$ cat src/rtl/modrm_pkg.sv
package modrm_pkg;

    typedef enum logic [1:0] {
        ST_IDLE  = 2'd0,
        ST_MODRM = 2'd1,
        ST_SIB   = 2'd2,
        ST_DISP  = 2'd3
    } dec_state_e;

    typedef struct packed {
        logic [1:0] mod_v;
        logic [3:0] reg_v;
        logic [3:0] rm_v;
        logic       is_reg;
        logic       sib_next;
        logic [2:0] disp_len;
    } modrm_info_t;

    typedef struct packed {
        logic [1:0] scale;
        logic [3:0] index;
        logic [3:0] base;
        logic [2:0] disp_len;
    } sib_info_t;

endpackage

$ cat src/rtl/modrm_split.sv
module modrm_split
    import modrm_pkg::*;
(
    input  logic [7:0]  byte_i,
    input  logic        narrow_i,
    input  logic        rex_r_i,
    input  logic        rex_b_i,
    output modrm_info_t info_o
);
    logic [1:0] md;
    logic [2:0] lo_rm;
    logic       direct;

    always_comb begin
        md     = byte_i[7:6];
        lo_rm  = byte_i[2:0];
        direct = (md == 2'd0) && (lo_rm == 3'd5);
        info_o.mod_v    = md;
        info_o.is_reg   = (md == 2'd3);
        info_o.sib_next = 1'b0;
        info_o.disp_len = 3'd0;
        if (narrow_i) begin
            info_o.reg_v = {1'b0, byte_i[5:3]};
            info_o.rm_v  = {1'b0, lo_rm};
            unique case (md)
                2'd0:    info_o.disp_len = (lo_rm == 3'd6) ? 3'd2 : 3'd0;
                2'd1:    info_o.disp_len = 3'd1;
                2'd2:    info_o.disp_len = 3'd2;
                default: info_o.disp_len = 3'd0;
            endcase
        end else begin
            info_o.reg_v    = {rex_r_i, byte_i[5:3]};
            info_o.sib_next = (md != 2'd3) && (lo_rm == 3'd4);
            info_o.rm_v     = {(!direct && !info_o.sib_next) ? rex_b_i : 1'b0, lo_rm};
            unique case (md)
                2'd0:    info_o.disp_len = direct ? 3'd4 : 3'd0;
                2'd1:    info_o.disp_len = 3'd1;
                2'd2:    info_o.disp_len = 3'd4;
                default: info_o.disp_len = 3'd0;
            endcase
        end
    end
endmodule

$ cat src/rtl/sib_split.sv
module sib_split
    import modrm_pkg::*;
(
    input  logic [7:0] byte_i,
    input  logic [1:0] mod_i,
    input  logic       rex_x_i,
    input  logic       rex_b_i,
    output sib_info_t  info_o
);
    always_comb begin
        info_o.scale = byte_i[7:6];
        info_o.index = {rex_x_i, byte_i[5:3]};
        info_o.base  = {rex_b_i, byte_i[2:0]};
        unique case (mod_i)
            2'd0:    info_o.disp_len = (info_o.base == 4'd5) ? 3'd4 : 3'd0;
            2'd1:    info_o.disp_len = 3'd1;
            2'd2:    info_o.disp_len = 3'd4;
            default: info_o.disp_len = 3'd0;
        endcase
    end
endmodule

$ cat src/rtl/disp_asm.sv
module disp_asm #(
    parameter int DISP_W = 32
) (
    input  logic                      clk,
    input  logic                      rst_n,
    input  logic                      clear_i,
    input  logic                      wr_en_i,
    input  logic [$clog2(DISP_W/8)-1:0] wr_idx_i,
    input  logic [7:0]                wr_byte_i,
    input  logic [2:0]                len_i,
    input  logic                      narrow_i,
    output logic [DISP_W-1:0]         disp_o
);
    localparam int NB     = DISP_W / 8;
    localparam int IDX_W  = $clog2(NB);
    localparam int HALF_W = DISP_W / 2;

    logic [DISP_W-1:0] raw;

    for (genvar g = 0; g < NB; g++) begin : g_lane
        logic [7:0] q;
        always_ff @(posedge clk or negedge rst_n) begin
            if (!rst_n)
                q <= 8'h00;
            else if (clear_i)
                q <= 8'h00;
            else if (wr_en_i && (wr_idx_i == IDX_W'(g)))
                q <= wr_byte_i;
        end
        assign raw[g*8 +: 8] = q;
    end

    always_comb begin
        disp_o = raw;
        if (len_i == 3'd1) begin
            if (narrow_i)
                disp_o = {{HALF_W{1'b0}}, {(HALF_W-8){raw[7]}}, raw[7:0]};
            else
                disp_o = {{(DISP_W-8){raw[7]}}, raw[7:0]};
        end
    end
endmodule

$ cat src/rtl/modrm_decoder.sv
module modrm_decoder
    import modrm_pkg::*;
#(
    parameter int DISP_W = 32
) (
    input  logic              clk,
    input  logic              rst_n,
    input  logic              start,
    input  logic [1:0]        addr_mode,
    input  logic              rex_r,
    input  logic              rex_x,
    input  logic              rex_b,
    input  logic              in_valid,
    input  logic [7:0]        in_byte,
    output logic              in_ready,
    output logic              done,
    output logic [1:0]        mod_f,
    output logic [3:0]        reg_f,
    output logic [3:0]        rm_f,
    output logic              is_reg,
    output logic              has_sib,
    output logic [1:0]        sib_scale,
    output logic [3:0]        sib_index,
    output logic [3:0]        sib_base,
    output logic [DISP_W-1:0] disp,
    output logic [2:0]        disp_len,
    output logic [2:0]        total_len
);
    localparam int NB    = DISP_W / 8;
    localparam int IDX_W = $clog2(NB);

    dec_state_e  state_q, state_d;
    modrm_info_t mi;
    sib_info_t   si;

    logic       narrow_q, rex_r_q, rex_x_q, rex_b_q;
    logic [2:0] idx_q, total_q, dlen_q;
    logic       done_q, fire, finish, launch;

    assign in_ready = (state_q != ST_IDLE);
    assign fire     = in_valid && in_ready;
    assign launch   = (state_q == ST_IDLE) && start;
    assign finish   = fire && (state_d == ST_IDLE);

    modrm_split u_modrm (
        .byte_i  (in_byte),
        .narrow_i(narrow_q),
        .rex_r_i (rex_r_q),
        .rex_b_i (rex_b_q),
        .info_o  (mi)
    );

    sib_split u_sib (
        .byte_i (in_byte),
        .mod_i  (mod_f),
        .rex_x_i(rex_x_q),
        .rex_b_i(rex_b_q),
        .info_o (si)
    );

    disp_asm #(.DISP_W(DISP_W)) u_disp (
        .clk      (clk),
        .rst_n    (rst_n),
        .clear_i  (launch),
        .wr_en_i  (fire && (state_q == ST_DISP)),
        .wr_idx_i (idx_q[IDX_W-1:0]),
        .wr_byte_i(in_byte),
        .len_i    (dlen_q),
        .narrow_i (narrow_q),
        .disp_o   (disp)
    );

    always_comb begin
        state_d = state_q;
        unique case (state_q)
            ST_IDLE:  if (start) state_d = ST_MODRM;
            ST_MODRM: if (fire) begin
                if (mi.sib_next)               state_d = ST_SIB;
                else if (mi.disp_len != 3'd0)  state_d = ST_DISP;
                else                           state_d = ST_IDLE;
            end
            ST_SIB:   if (fire) state_d = (si.disp_len != 3'd0) ? ST_DISP : ST_IDLE;
            ST_DISP:  if (fire && (idx_q == dlen_q - 3'd1)) state_d = ST_IDLE;
            default:  state_d = ST_IDLE;
        endcase
    end

    always_ff @(posedge clk or negedge rst_n) begin
        if (!rst_n) state_q <= ST_IDLE;
        else        state_q <= state_d;
    end

    always_ff @(posedge clk or negedge rst_n) begin
        if (!rst_n) begin
            narrow_q <= 1'b0; rex_r_q <= 1'b0; rex_x_q <= 1'b0; rex_b_q <= 1'b0;
            idx_q <= '0; total_q <= '0; dlen_q <= '0; done_q <= 1'b0;
            mod_f <= '0; reg_f <= '0; rm_f <= '0; is_reg <= 1'b0; has_sib <= 1'b0;
            sib_scale <= '0; sib_index <= '0; sib_base <= '0;
        end else begin
            done_q <= finish;
            if (launch) begin
                narrow_q  <= (addr_mode == 2'd0);
                rex_r_q   <= rex_r;
                rex_x_q   <= rex_x;
                rex_b_q   <= rex_b;
                idx_q     <= '0;
                total_q   <= '0;
                dlen_q    <= '0;
                has_sib   <= 1'b0;
                sib_scale <= '0;
                sib_index <= '0;
                sib_base  <= '0;
            end
            if (fire) total_q <= total_q + 3'd1;
            if (fire && state_q == ST_MODRM) begin
                mod_f   <= mi.mod_v;
                reg_f   <= mi.reg_v;
                rm_f    <= mi.rm_v;
                is_reg  <= mi.is_reg;
                has_sib <= mi.sib_next;
                dlen_q  <= mi.sib_next ? 3'd0 : mi.disp_len;
            end
            if (fire && state_q == ST_SIB) begin
                sib_scale <= si.scale;
                sib_index <= si.index;
                sib_base  <= si.base;
                dlen_q    <= si.disp_len;
            end
            if (fire && state_q == ST_DISP) idx_q <= idx_q + 3'd1;
        end
    end

    assign done      = done_q;
    assign disp_len  = dlen_q;
    assign total_len = total_q;


    done_single_chk: assert property (@(posedge clk) disable iff (!rst_n) done |=> !done);

    done_not_ready_chk: assert property (@(posedge clk) disable iff (!rst_n) done |-> !in_ready);

    total_sum_chk: assert property (@(posedge clk) disable iff (!rst_n)
        done |-> (total_len == 3'd1 + {2'b00, has_sib} + disp_len));

    sib_form_chk: assert property (@(posedge clk) disable iff (!rst_n)
        (done && has_sib) |-> (!is_reg && rm_f == 4'd4));

    narrow_rule_chk: assert property (@(posedge clk) disable iff (!rst_n)
        (done && narrow_q) |-> (!has_sib && disp_len != 3'd4));
endmodule

$ cat config.mk
export PLATFORM = sky130hd
export DESIGN_NAME = modrm_decoder
export DESIGN_NICKNAME = d
export VERILOG_FILES = /design/src/rtl/modrm_pkg.sv /design/src/rtl/modrm_split.sv /design/src/rtl/sib_split.sv /design/src/rtl/disp_asm.sv /design/src/rtl/modrm_decoder.sv
export SDC_FILE = /design/constraint.sdc
export NUM_CORES = 1
export LEC_CHECK = 0
export BUFFER_PORTS_ARGS = -buffer_cell sky130_fd_sc_hd__buf_2
export CORE_AREA = 3 3 80 82
export CTS_CLUSTER_SIZE = 10
export DETAILED_ROUTE_END_ITERATION = 10
export DIE_AREA = 0 0 83 85
export PLACE_DENSITY = 0.9
export SYNTH_ARGS = -nofsm -noshare
export SYNTH_HDL_FRONTEND = slang
export SYNTH_SLANG_ARGS = --single-unit
$ cat constraint.sdc
create_clock -name clk -period 3.82 [get_ports clk]
set_input_delay 0.382 -clock clk [delete_from_list [all_inputs] [get_ports clk]]
set_output_delay 0.382 -clock clk [all_outputs]
set_load 0.02 [all_outputs]
After elaboration in Yosys (flattened, before gate mapping). Cells that the tools add are included.

Shift operators: 0. Bitwise gates (word level): 0. Multiplexer cells: 41. $mul: 0. Reduce and logical (&&, ||, !) cells: 34. Div/mod/pow operators: 0. Equal/unequal tests: 18. Add/sub/neg operators: 3. Order comparisons: 0.

Operators by type and width (count): 2-to-1 mux 8 bit (9); 2-to-1 mux 32 bit (2); 2-to-1 mux 3 bit (9); case mux 3 bit (3 select lines) (3); 2-to-1 mux 2 bit (10); nonzero test 2 bit (9); equality test 2 bit, second input constant (7); logical AND 1 bit (14); zero test 2 bit (6); 2-to-1 mux 4 bit (3); equality test 3 bit, second input constant (3); nonzero test 3 bit (3); equality test 2 x 1 -> 1 bit, second input constant (4); case mux 2 bit (4 select lines) (1); adder 3 x 1 -> 3 bit, second input constant (2); equality test 4 x 3 -> 1 bit, second input constant (1); 2-to-1 mux 1 bit (4); equality test 3 x 1 -> 1 bit, second input constant (1); equality test 3 bit (1); subtractor 3 x 1 -> 3 bit, second input constant (1); zero test 1 bit (2); inequality test 2 bit, second input constant (1).

Output and inout bits: 62. Memories: 0. Word-level logic and storage cells: 117. Bits of input ports: 17. Bits in read-only memories: 0. RAM bits: 0. Latch bits: 0. Flip-flop bits (word level): 70.

Longest topological paths before layout. Gate-level depths: netlist of the first run.

Word-level depth: 12. Mapped depth: 7.

Modules after synthesis. Synthesis of the first run repeated with hierarchy kept, for this count alone.

Cells, all modules: 329. Area, all modules: 3737.3 um2.

By module, submodules not included: modrm_decoder (sequential area each 950.9 um2, cells each 140, times used 1, area each 1742.9 um2); disp_asm (sequential area each 800.8 um2, cells each 152, times used 1, area each 1730.4 um2); modrm_split (sequential area each 0.0 um2, cells each 21, times used 1, area each 151.4 um2); sib_split (sequential area each 0.0 um2, cells each 16, times used 1, area each 112.6 um2).

Least setup slack after synthesis of the first run. OpenSTA, ideal clock, no wires.

Path type: register to output. Start point: register dlen_q[0] (netlist: disp_len[0]). End point: output disp[16]. Arrival time: 1.673 ns. Buffers on the path: 1. Path slack: 1.765 ns. Cell stages (with the launch flop): 6. Path through: dfrtp_1 > ha_1 > nand3b_1 > nor2_1 > buf_2 > a21o_1.

Word-level cells in the longest chain between the ends: 2.

RTL lines: start, declared (line modrm_decoder.sv:37) `logic [2:0] idx_q, total_q, dlen_q;`; start signal, assigned (line modrm_decoder.sv:121) `dlen_q <= mi.sib_next ? 3'd0 : mi.disp_len;`; start signal, assigned (line modrm_decoder.sv:127) `dlen_q <= si.disp_len;`; equality test 3 x 1 -> 1 bit (line disp_asm.sv:35) `if (len_i == 3'd1) begin`; 2-to-1 mux 32 bit (line disp_asm.sv:35); end, declared (line modrm_decoder.sv:25) `output logic [DISP_W-1:0] disp,`.

Every way passes these cells.

Worst setup path after layout of the first run.
Start point: register dlen_q[1] (netlist: disp_len[1]). End point: output disp[23].

Same word-level chain as after synthesis.

==> flow_summary.html, run 1 <==
<table>
<tr><th>Metric</th><th>Value</th></tr>
<tr><th colspan="2">Synthesis</th></tr>
<tr><td>Most area-consuming cells after synthesis</td><td>sky130_fd_sc_hd__dfrtp_1, sky130_fd_sc_hd__nand2_1, sky130_fd_sc_hd__o21ai_0, sky130_fd_sc_hd__a21o_1, sky130_fd_sc_hd__mux2_2</td></tr>
<tr><td>Synth Flop Type</td><td>sky130_fd_sc_hd__dfrtp_1</td></tr>
<tr><td>Post-synth top area share</td><td>0.536</td></tr>
<tr><td>Mapped cell area</td><td>3270 um^2</td></tr>
<tr><td>Fraction of synthesis flops using an asynchronous set or reset pin</td><td>1.00</td></tr>
<tr><td>Leading area contributor after synthesis</td><td>sky130_fd_sc_hd__dfrtp_1</td></tr>
<tr><td>Mapped Nets</td><td>354</td></tr>
<tr><td>Count of different cell masters after synthesis</td><td>43</td></tr>
<tr><td>Number of enable-type register cells in the synthesized netlist</td><td>0</td></tr>
<tr><td>Synth Warn #</td><td>0</td></tr>
<tr><td>Per-instance average area after synthesis</td><td>9.91 um^2</td></tr>
<tr><td>Part of the Yosys area used for sequential elements</td><td>0.536</td></tr>
<tr><td>Number of synthesized register bits</td><td>70</td></tr>
<tr><td>Mapped Cells</td><td>330</td></tr>
<tr><th colspan="2">Worst setup path</th></tr>
<tr><td>CP Data Required Time</td><td>3440 ps</td></tr>
<tr><td>Data arrival time of the worst path</td><td>2460 ps</td></tr>
<tr><td>Worst setup path class</td><td>reg -&gt; out</td></tr>
<tr><td>Sequence of cells on the critical path</td><td>inv_1 -&gt; ha_1 -&gt; nand3b_1 -&gt; nor2_1 -&gt; a21o_1 -&gt; buf_2</td></tr>
<tr><td>Critical-path maximum fanout</td><td>16</td></tr>
<tr><td>Cell family with most CP delay</td><td>simple AND/OR/NAND/NOR gates</td></tr>
<tr><td>Crit path largest cell delay</td><td>860 ps</td></tr>
<tr><td>Startpoint types</td><td>register</td></tr>
<tr><td>Nature of the critical path endpoint</td><td>primary output</td></tr>
<tr><td>Crit-path slowest cell</td><td>sky130_fd_sc_hd__nor2_1</td></tr>
<tr><td>Total buffers and inverters traversed by the critical path</td><td>2</td></tr>
<tr><th colspan="2">Clock tree</th></tr>
<tr><td>Count of hold-fix buffers inserted at cts</td><td>0</td></tr>
<tr><td>Root cell of the clock tree</td><td>sky130_fd_sc_hd__clkbuf_8</td></tr>
<tr><td>Deepest clock path buffer count</td><td>2</td></tr>
<tr><td>TritonCTS clock tree</td><td>done</td></tr>
<tr><td>Post-cts resize count</td><td>0</td></tr>
<tr><td>Clk sinks</td><td>70</td></tr>
<tr><td>Number of CTS-inserted buffers</td><td>9</td></tr>
<tr><td>Htree depth</td><td>3</td></tr>
<tr><td>Clock insertion delay at the later pin of the skew report</td><td>340 ps</td></tr>
<tr><td>Postcts setup bufs</td><td>0</td></tr>
<tr><td>Clk slew on worst S/H paths</td><td>70 ps</td></tr>
<tr><th colspan="2">Place</th></tr>
<tr><td>Total of buffers placed on input and output ports</td><td>78</td></tr>
<tr><td>Instance area after placement</td><td>3660 um^2</td></tr>
<tr><td>Final weighted congestion in routability-driven placement</td><td>0.814</td></tr>
<tr><td>Post-detailed-placement half-perimeter wirelength</td><td>5570 um</td></tr>
<tr><th colspan="2">Final layout</th></tr>
<tr><td>Ant diodes</td><td>0</td></tr>
<tr><td>Final instance area</td><td>3870 um^2</td></tr>
<tr><td>Relative area change from synthesis to final layout</td><td>18.5%</td></tr>
<tr><td>Max FFs per register</td><td>32</td></tr>
<tr><td>Biggest register</td><td>u_disp.g_lane.q</td></tr>
<tr><td>Layout Nets</td><td>425</td></tr>
<tr><td>Fraction of layout instances using a drive strength above 1</td><td>0.273</td></tr>
<tr><th colspan="2">Route</th></tr>
<tr><td>Wire length per cell</td><td>16.6 um</td></tr>
<tr><td>Post-route DRC violation count</td><td>0</td></tr>
<tr><td>Detailed Route Iter0 Violations</td><td>198</td></tr>
<tr><td>Via density per instance</td><td>5.69</td></tr>
<tr><td>Number of vias in the routed layout</td><td>2737</td></tr>
<tr><td>Pre-antenna DRT Iters</td><td>6</td></tr>
<tr><td>Antenna Violating Nets Remaining</td><td>0</td></tr>
<tr><td>Total wirelength of the detailed-routed design</td><td>7990 um</td></tr>
<tr><th colspan="2">Floorplanning</th></tr>
<tr><td>Count of pins on the block boundary</td><td>79</td></tr>
<tr><td>Die Outline Area</td><td>7060 um^2</td></tr>
<tr><td>Die extent in x</td><td>83 um</td></tr>
<tr><td>Chip Height</td><td>85 um</td></tr>
<tr><td>Number of placement rows</td><td>28</td></tr>
<tr><td>Initial Utilization</td><td>0.562</td></tr>
<tr><td>Placeable core region</td><td>5820 um^2</td></tr>
<tr><th colspan="2">Timing</th></tr>
<tr><td>Count of final max-slew check failures</td><td>0</td></tr>
<tr><td>Upper clock frequency limit</td><td>351 MHz</td></tr>
<tr><td>Post-layout min period</td><td>2850 ps</td></tr>
<tr><td>Number of hold violations in the final report</td><td>0</td></tr>
<tr><td>Worst slew pin tran</td><td>1010 ps</td></tr>
<tr><td>Worst slew margin relative to its limit</td><td>0.324</td></tr>
<tr><td>Aggregate negative setup slack</td><td>0 ps</td></tr>
<tr><td>Clock Skews</td><td>8.35 ps</td></tr>
<tr><td>Tcrit/Tclk final</td><td>0.745</td></tr>
<tr><td>Unrepaired setup endpoints after global routing</td><td>no</td></tr>
<tr><td>Setup-failing EPs final</td><td>0</td></tr>
<tr><th colspan="2">Global routing</th></tr>
<tr><td>Vias in the first global route</td><td>2729</td></tr>
<tr><td>Largest net degree at the start of global routing</td><td>43</td></tr>
<tr><td>Number of antenna violations at the first check in global routing</td><td>0</td></tr>
<tr><td>First-pass GRT wire length</td><td>13300 um</td></tr>
<tr><td>Leftover overflow at the end of global routing</td><td>0</td></tr>
<tr><td>Global-route usage over all layers</td><td>0.235</td></tr>
<tr><th colspan="2">Status</th></tr>
<tr><td>Status</td><td>completed</td></tr>
<tr><th colspan="2">Power</th></tr>
<tr><td>Power density over the cells</td><td>912 nW/um^2</td></tr>
<tr><td>Peak supply drop</td><td>0.548 mV</td></tr>
<tr><td>Leak pwr</td><td>2.10 nW</td></tr>
<tr><th colspan="2">Flow run</th></tr>
<tr><td>Count of max-cap constraint violations</td><td>0</td></tr>
<tr><th colspan="2">Min path</th></tr>
<tr><td>Hold crit path type</td><td>in -&gt; async</td></tr>
</table>
-- power by group --
part           internal [mW]  switching (mW)
sequential              1.04           0.234
clock                  0.384           0.264
combinational          0.569            1.04
total                   2.00            1.54
-- routing by layer --
metal,share of wire,track usage,routed length (um),vias to the layer above
met4,0.033,0.126,265,0
met5,0,0,0,-
met3,0.076,0.0534,611,32
met1,0.40,0.292,3210,1312
li1,-,-,-,1269
met2,0.49,0.386,3900,124
-- Yosys cell counts, types with 2 or more instances --
library cell,count
sky130_fd_sc_hd__a31oi_1,5
sky130_fd_sc_hd__and2_1,3
sky130_fd_sc_hd__nand2b_1,2
sky130_fd_sc_hd__a21oi_1,9
sky130_fd_sc_hd__mux2_2,9
sky130_fd_sc_hd__buf_4,5
sky130_fd_sc_hd__ha_1,7
sky130_fd_sc_hd__nand3b_1,4
sky130_fd_sc_hd__a211oi_1,2
sky130_fd_sc_hd__nor3_1,2
sky130_fd_sc_hd__a21o_1,16
sky130_fd_sc_hd__inv_1,8
sky130_fd_sc_hd__a22o_1,9
sky130_fd_sc_hd__nand3_1,7
sky130_fd_sc_hd__o21ai_0,36
sky130_fd_sc_hd__o31ai_1,2
sky130_fd_sc_hd__clkbuf_1,7
sky130_fd_sc_hd__nor2_2,2
sky130_fd_sc_hd__dfrtp_1,70
sky130_fd_sc_hd__buf_2,7
sky130_fd_sc_hd__a21oi_4,3
sky130_fd_sc_hd__nor2_1,5
sky130_fd_sc_hd__nand2_1,87
sky130_fd_sc_hd__xor2_1,4
-- final cells by class --
type,count,area (um^2)
well taps,75,93.8
repair buffers,80,405
fillers,448,1940
flip-flops and latches,70,1750
multi-input cells,231,1370
inverters,9,33.8
clock inverters,4,70.1
clock buffers,12,145
-- worst paths after layout --
kind / depth (start not counted) / slack [ps] / from / end
setup reg to reg: 4 / 1660 / state_q[0]$_DFF_PN0_ / done$_DFF_PN0_
setup / recovery: 6 / 970 / disp_len[1]$_DFFE_PN0P_ / disp[23]
hold reg to reg: 2 / 480 / u_disp.g_lane[0].q[1]$_DFFE_PN0P_ / u_disp.g_lane[0].q[1]$_DFFE_PN0P_
min in group clk: 3 / 240 / rex_r / rex_r_q$_DFFE_PN0P_
max in group asynchronous: 2 / 2750 / rst_n / sib_scale[0]$_DFFE_PN0P_
hold / removal: 1 / 170 / rst_n / u_disp.g_lane[1].q[7]$_DFFE_PN0P_
-- cell families after synthesis --
family	share of synthesized area
AND/OR/NAND/NOR	0.165
XOR/XNOR	0.0134
flip-flops	0.536
buffers and inverters	0.0440
AO/OA/AOI/OAI	0.181
multiplexers	0.0341
adder cells (fa/ha/maj)	0.0268
-- through the flow --
stage	power [mW]	instances	worst slack (ps)	utilization	hold WS (ps)
floorplan	2.38	330	1770	-	86.4
global placement	2.81	465	1460	0.629	458
detailed placement	2.88	465	1340	0.629	470
CTS	3.54	481	963	0.666	202
global route	3.76	481	719	0.666	230
finish	3.53	481	974	0.666	173
-- cell usage in the layout, fill, tap and decap left out, types with 3 or more instances in the layout --
cell type / instances
sky130_fd_sc_hd__nand2_1: 87
sky130_fd_sc_hd__buf_2: 78
sky130_fd_sc_hd__dfrtp_1: 70
sky130_fd_sc_hd__o21ai_0: 36
sky130_fd_sc_hd__a21o_1: 16
sky130_fd_sc_hd__clkbuf_8: 10
sky130_fd_sc_hd__mux2_2: 9
sky130_fd_sc_hd__a21oi_1: 9
sky130_fd_sc_hd__a22o_1: 9
sky130_fd_sc_hd__inv_1: 8
sky130_fd_sc_hd__nand3_1: 7
sky130_fd_sc_hd__ha_1: 7
sky130_fd_sc_hd__nor2_1: 5
sky130_fd_sc_hd__a31oi_1: 5
sky130_fd_sc_hd__nand3b_1: 4
sky130_fd_sc_hd__xor2_1: 4
sky130_fd_sc_hd__and2_1: 3
sky130_fd_sc_hd__a21oi_4: 3
Note: power is estimated with default switching activity, not from simulation.
==> inputs of run 2 (changes only) <==
- CORE_AREA: 3 3 80 82 -> 3 3 83 85
- DIE_AREA: 0 0 83 85 -> 0 0 86 88
- PLACE_DENSITY: 0.9 -> 0.85
- clock period: 3.82 -> 2.8 ns (I/O delays scaled with it)
==> flow_summary.html, run 2 (synthesized netlist as in run 1, its figures left out) <==
<table>
<tr><th>Metric</th><th>Value</th></tr>
<tr><th colspan="2">Global routing</th></tr>
<tr><td>First-pass GRT wire length</td><td>12900 um</td></tr>
<tr><td>Leftover overflow at the end of global routing</td><td>0</td></tr>
<tr><td>Global-route usage over all layers</td><td>0.221</td></tr>
<tr><td>Vias in the first global route</td><td>2562</td></tr>
<tr><td>Largest net degree at the start of global routing</td><td>30</td></tr>
<tr><td>Number of antenna violations at the first check in global routing</td><td>0</td></tr>
<tr><th colspan="2">Worst setup path</th></tr>
<tr><td>Nature of the critical path endpoint</td><td>primary output</td></tr>
<tr><td>CP Data Required Time</td><td>2520 ps</td></tr>
<tr><td>Reg2Reg Setup Slack</td><td>750 ps</td></tr>
<tr><td>Worst reg2reg path startpoint</td><td>state_q[0]$_DFF_PN0_</td></tr>
<tr><td>Cell type with the highest occurrence count on the critical path</td><td>sky130_fd_sc_hd__nand2_1</td></tr>
<tr><td>Data arrival time of the worst path</td><td>2050 ps</td></tr>
<tr><td>Worst setup path class</td><td>reg -&gt; out</td></tr>
<tr><td>Reg-to-reg critical path endpoint</td><td>done$_DFF_PN0_</td></tr>
<tr><td>Count of cells along the worst register-to-register path</td><td>4</td></tr>
<tr><td>Capture point of the worst path</td><td>disp[15]</td></tr>
<tr><td>Sequence of cells on the critical path</td><td>ha_1 -&gt; nand2b_1 -&gt; nand2_1 -&gt; nand2_1 -&gt; buf_2</td></tr>
<tr><td>Startpoint types</td><td>register</td></tr>
<tr><td>Crit. Startpoint</td><td>disp_len[0]$_DFFE_PN0P_</td></tr>
<tr><td>Critical-path maximum fanout</td><td>24</td></tr>
<tr><td>Crit path largest cell delay</td><td>590 ps</td></tr>
<tr><td>Crit-path slowest cell</td><td>sky130_fd_sc_hd__nand2b_1</td></tr>
<tr><th colspan="2">Clock tree</th></tr>
<tr><td>Clock insertion delay at the later pin of the skew report</td><td>340 ps</td></tr>
<tr><td>Deepest clock path buffer count</td><td>2</td></tr>
<tr><td>Number of CTS-inserted buffers</td><td>9</td></tr>
<tr><td>Count of hold-fix buffers inserted at cts</td><td>1</td></tr>
<tr><td>Postcts setup bufs</td><td>0</td></tr>
<tr><td>Clk sinks</td><td>70</td></tr>
<tr><td>TritonCTS clock tree</td><td>done</td></tr>
<tr><td>Root cell of the clock tree</td><td>sky130_fd_sc_hd__clkbuf_8</td></tr>
<tr><td>Clk slew on worst S/H paths</td><td>80 ps</td></tr>
<tr><td>Htree depth</td><td>3</td></tr>
<tr><td>Post-cts resize count</td><td>0</td></tr>
<tr><th colspan="2">Floorplanning</th></tr>
<tr><td>Die extent in x</td><td>86 um</td></tr>
<tr><td>Chip Height</td><td>88 um</td></tr>
<tr><td>Die Outline Area</td><td>7570 um^2</td></tr>
<tr><td>Initial Utilization</td><td>0.521</td></tr>
<tr><td>Number of placement rows</td><td>29</td></tr>
<tr><td>Count of pins on the block boundary</td><td>79</td></tr>
<tr><td>Placeable core region</td><td>6280 um^2</td></tr>
<tr><th colspan="2">Route</th></tr>
<tr><td>Via density per instance</td><td>5.49</td></tr>
<tr><td>Number of vias in the routed layout</td><td>2676</td></tr>
<tr><td>Antenna Violating Nets Remaining</td><td>0</td></tr>
<tr><td>Total wirelength of the detailed-routed design</td><td>7870 um</td></tr>
<tr><td>Detailed Route Iter0 Violations</td><td>246</td></tr>
<tr><td>Wire length per cell</td><td>16.2 um</td></tr>
<tr><td>Post-route DRC violation count</td><td>0</td></tr>
<tr><td>Pre-antenna DRT Iters</td><td>4</td></tr>
<tr><th colspan="2">Power</th></tr>
<tr><td>Power density over the cells</td><td>1250 nW/um^2</td></tr>
<tr><td>Final Power</td><td>4.91 mW</td></tr>
<tr><td>Leak pwr</td><td>2.13 nW</td></tr>
<tr><td>Peak supply drop</td><td>0.703 mV</td></tr>
<tr><th colspan="2">Place</th></tr>
<tr><td>Final weighted congestion in routability-driven placement</td><td>0.787</td></tr>
<tr><td>Total of buffers placed on input and output ports</td><td>78</td></tr>
<tr><td>Post-detailed-placement half-perimeter wirelength</td><td>5500 um</td></tr>
<tr><td>Post-place setup slack</td><td>818 ps</td></tr>
<tr><td>Number of cells after detailed placement</td><td>470</td></tr>
<tr><th colspan="2">Timing</th></tr>
<tr><td>Worst slew margin relative to its limit</td><td>0.443</td></tr>
<tr><td>Aggregate negative setup slack</td><td>0 ps</td></tr>
<tr><td>Clock Skews</td><td>5.57 ps</td></tr>
<tr><td>Number of hold violations in the final report</td><td>0</td></tr>
<tr><td>Post-route worst setup slack</td><td>475 ps</td></tr>
<tr><td>Worst slew pin tran</td><td>833 ps</td></tr>
<tr><td>Upper clock frequency limit</td><td>430 MHz</td></tr>
<tr><td>Unrepaired setup endpoints after global routing</td><td>no</td></tr>
<tr><td>Post-layout min period</td><td>2330 ps</td></tr>
<tr><td>Count of final max-slew check failures</td><td>0</td></tr>
<tr><td>Setup-failing EPs final</td><td>0</td></tr>
<tr><td>Tcrit/Tclk final</td><td>0.830</td></tr>
<tr><th colspan="2">Final layout</th></tr>
<tr><td>Number of non-filler instances in the completed layout</td><td>487</td></tr>
<tr><td>Layout Nets</td><td>429</td></tr>
<tr><td>Relative area change from synthesis to final layout</td><td>20.6%</td></tr>
<tr><td>Ant diodes</td><td>0</td></tr>
<tr><td>Commonest cells after routing, fill and taps aside</td><td>sky130_fd_sc_hd__nand2_1, sky130_fd_sc_hd__buf_2, sky130_fd_sc_hd__dfrtp_1, sky130_fd_sc_hd__o21ai_0, sky130_fd_sc_hd__a21o_1</td></tr>
<tr><td>Biggest register</td><td>u_disp.g_lane.q</td></tr>
<tr><td>Share of the core filled with cells in the final layout</td><td>0.628</td></tr>
<tr><td>Max FFs per register</td><td>32</td></tr>
<tr><td>Most frequent standard cell in the layout excluding fill and tap cells</td><td>sky130_fd_sc_hd__nand2_1</td></tr>
<tr><td>Fraction of layout instances using a drive strength above 1</td><td>0.280</td></tr>
<tr><th colspan="2">Status</th></tr>
<tr><td>Status</td><td>completed</td></tr>
<tr><th colspan="2">Flow run</th></tr>
<tr><td>Count of max-cap constraint violations</td><td>0</td></tr>
<tr><th colspan="2">Min path</th></tr>
<tr><td>Hold crit path type</td><td>in -&gt; reg</td></tr>
</table>
==> run 2: changes by cell type in the layout (fill, tap and decap cells not counted), sizes merged <==
cell         delta
buf             +3
bufinv          +1
clkinvlp        +1
dlygate4sd3     +1
clkbuf          -1
clkinv          -1
==> run 2: worst max-delay path: cells and delay by family (launching register included) <==
kind	cells	cell delay, ps
adder cells (fa/ha/maj)	1	260
buffers and inverters	1	170
flip-flops	1	460
AND/OR/NAND/NOR	3	810
==> run 2: final cells by class <==
class / count / area [um^2]
clock buffer: 11 / 141
fill: 540 / 2340
multi-input combinational: 231 / 1370
inverter: 9 / 33.8
timing repair buffer: 84 / 438
tap: 77 / 96.3
sequential: 70 / 1750
clock inverter: 5 / 106
==> run 2: report_power, final <==
part / total (mW) / switching (mW) / internal (mW)
Sequential: 1.74 / 0.320 / 1.42
Clock: 0.996 / 0.378 / 0.618
Combinational: 2.17 / 1.39 / 0.785
Total: 4.91 / 2.09 / 2.83
==> run 2: through the flow <==
| stage | hold slack, ps | area, um^2 |
|---|---|---|
| 2_1_floorplan | -15.6 | 3270 |
| 3_5_place_dp | 205 | 3680 |
| 3_3_place_gp | 200 | 3680 |
| 5_1_grt | 108 | 3940 |
| 6_report | 124 | 3940 |
| 4_1_cts | 108 | 3940 |
==> run 2: worst min path at each step <==
stage	from	to	slack (ps)	cells after the start
2_1_floorplan	rst_n	disp_len[0]$_DFFE_PN0P_	-20	0
3_3_place_gp	rst_n	u_disp.g_lane[1].q[5]$_DFFE_PN0P_	200	1
3_5_place_dp	rst_n	u_disp.g_lane[1].q[5]$_DFFE_PN0P_	210	1
4_1_cts	addr_mode[1]	narrow_q$_DFFE_PN0P_	110	2
5_1_grt	addr_mode[1]	narrow_q$_DFFE_PN0P_	110	2
6_report	addr_mode[0]	narrow_q$_DFFE_PN0P_	120	2
==> run 2: metal layers <==
layer / wire length (um) / part of all wire / global-route usage
met1: 3320 / 0.42 / 0.294
met2: 3770 / 0.48 / 0.348
met3: 637 / 0.081 / 0.0536
met4: 146 / 0.019 / 0.0964
met5: 0 / 0 / 0
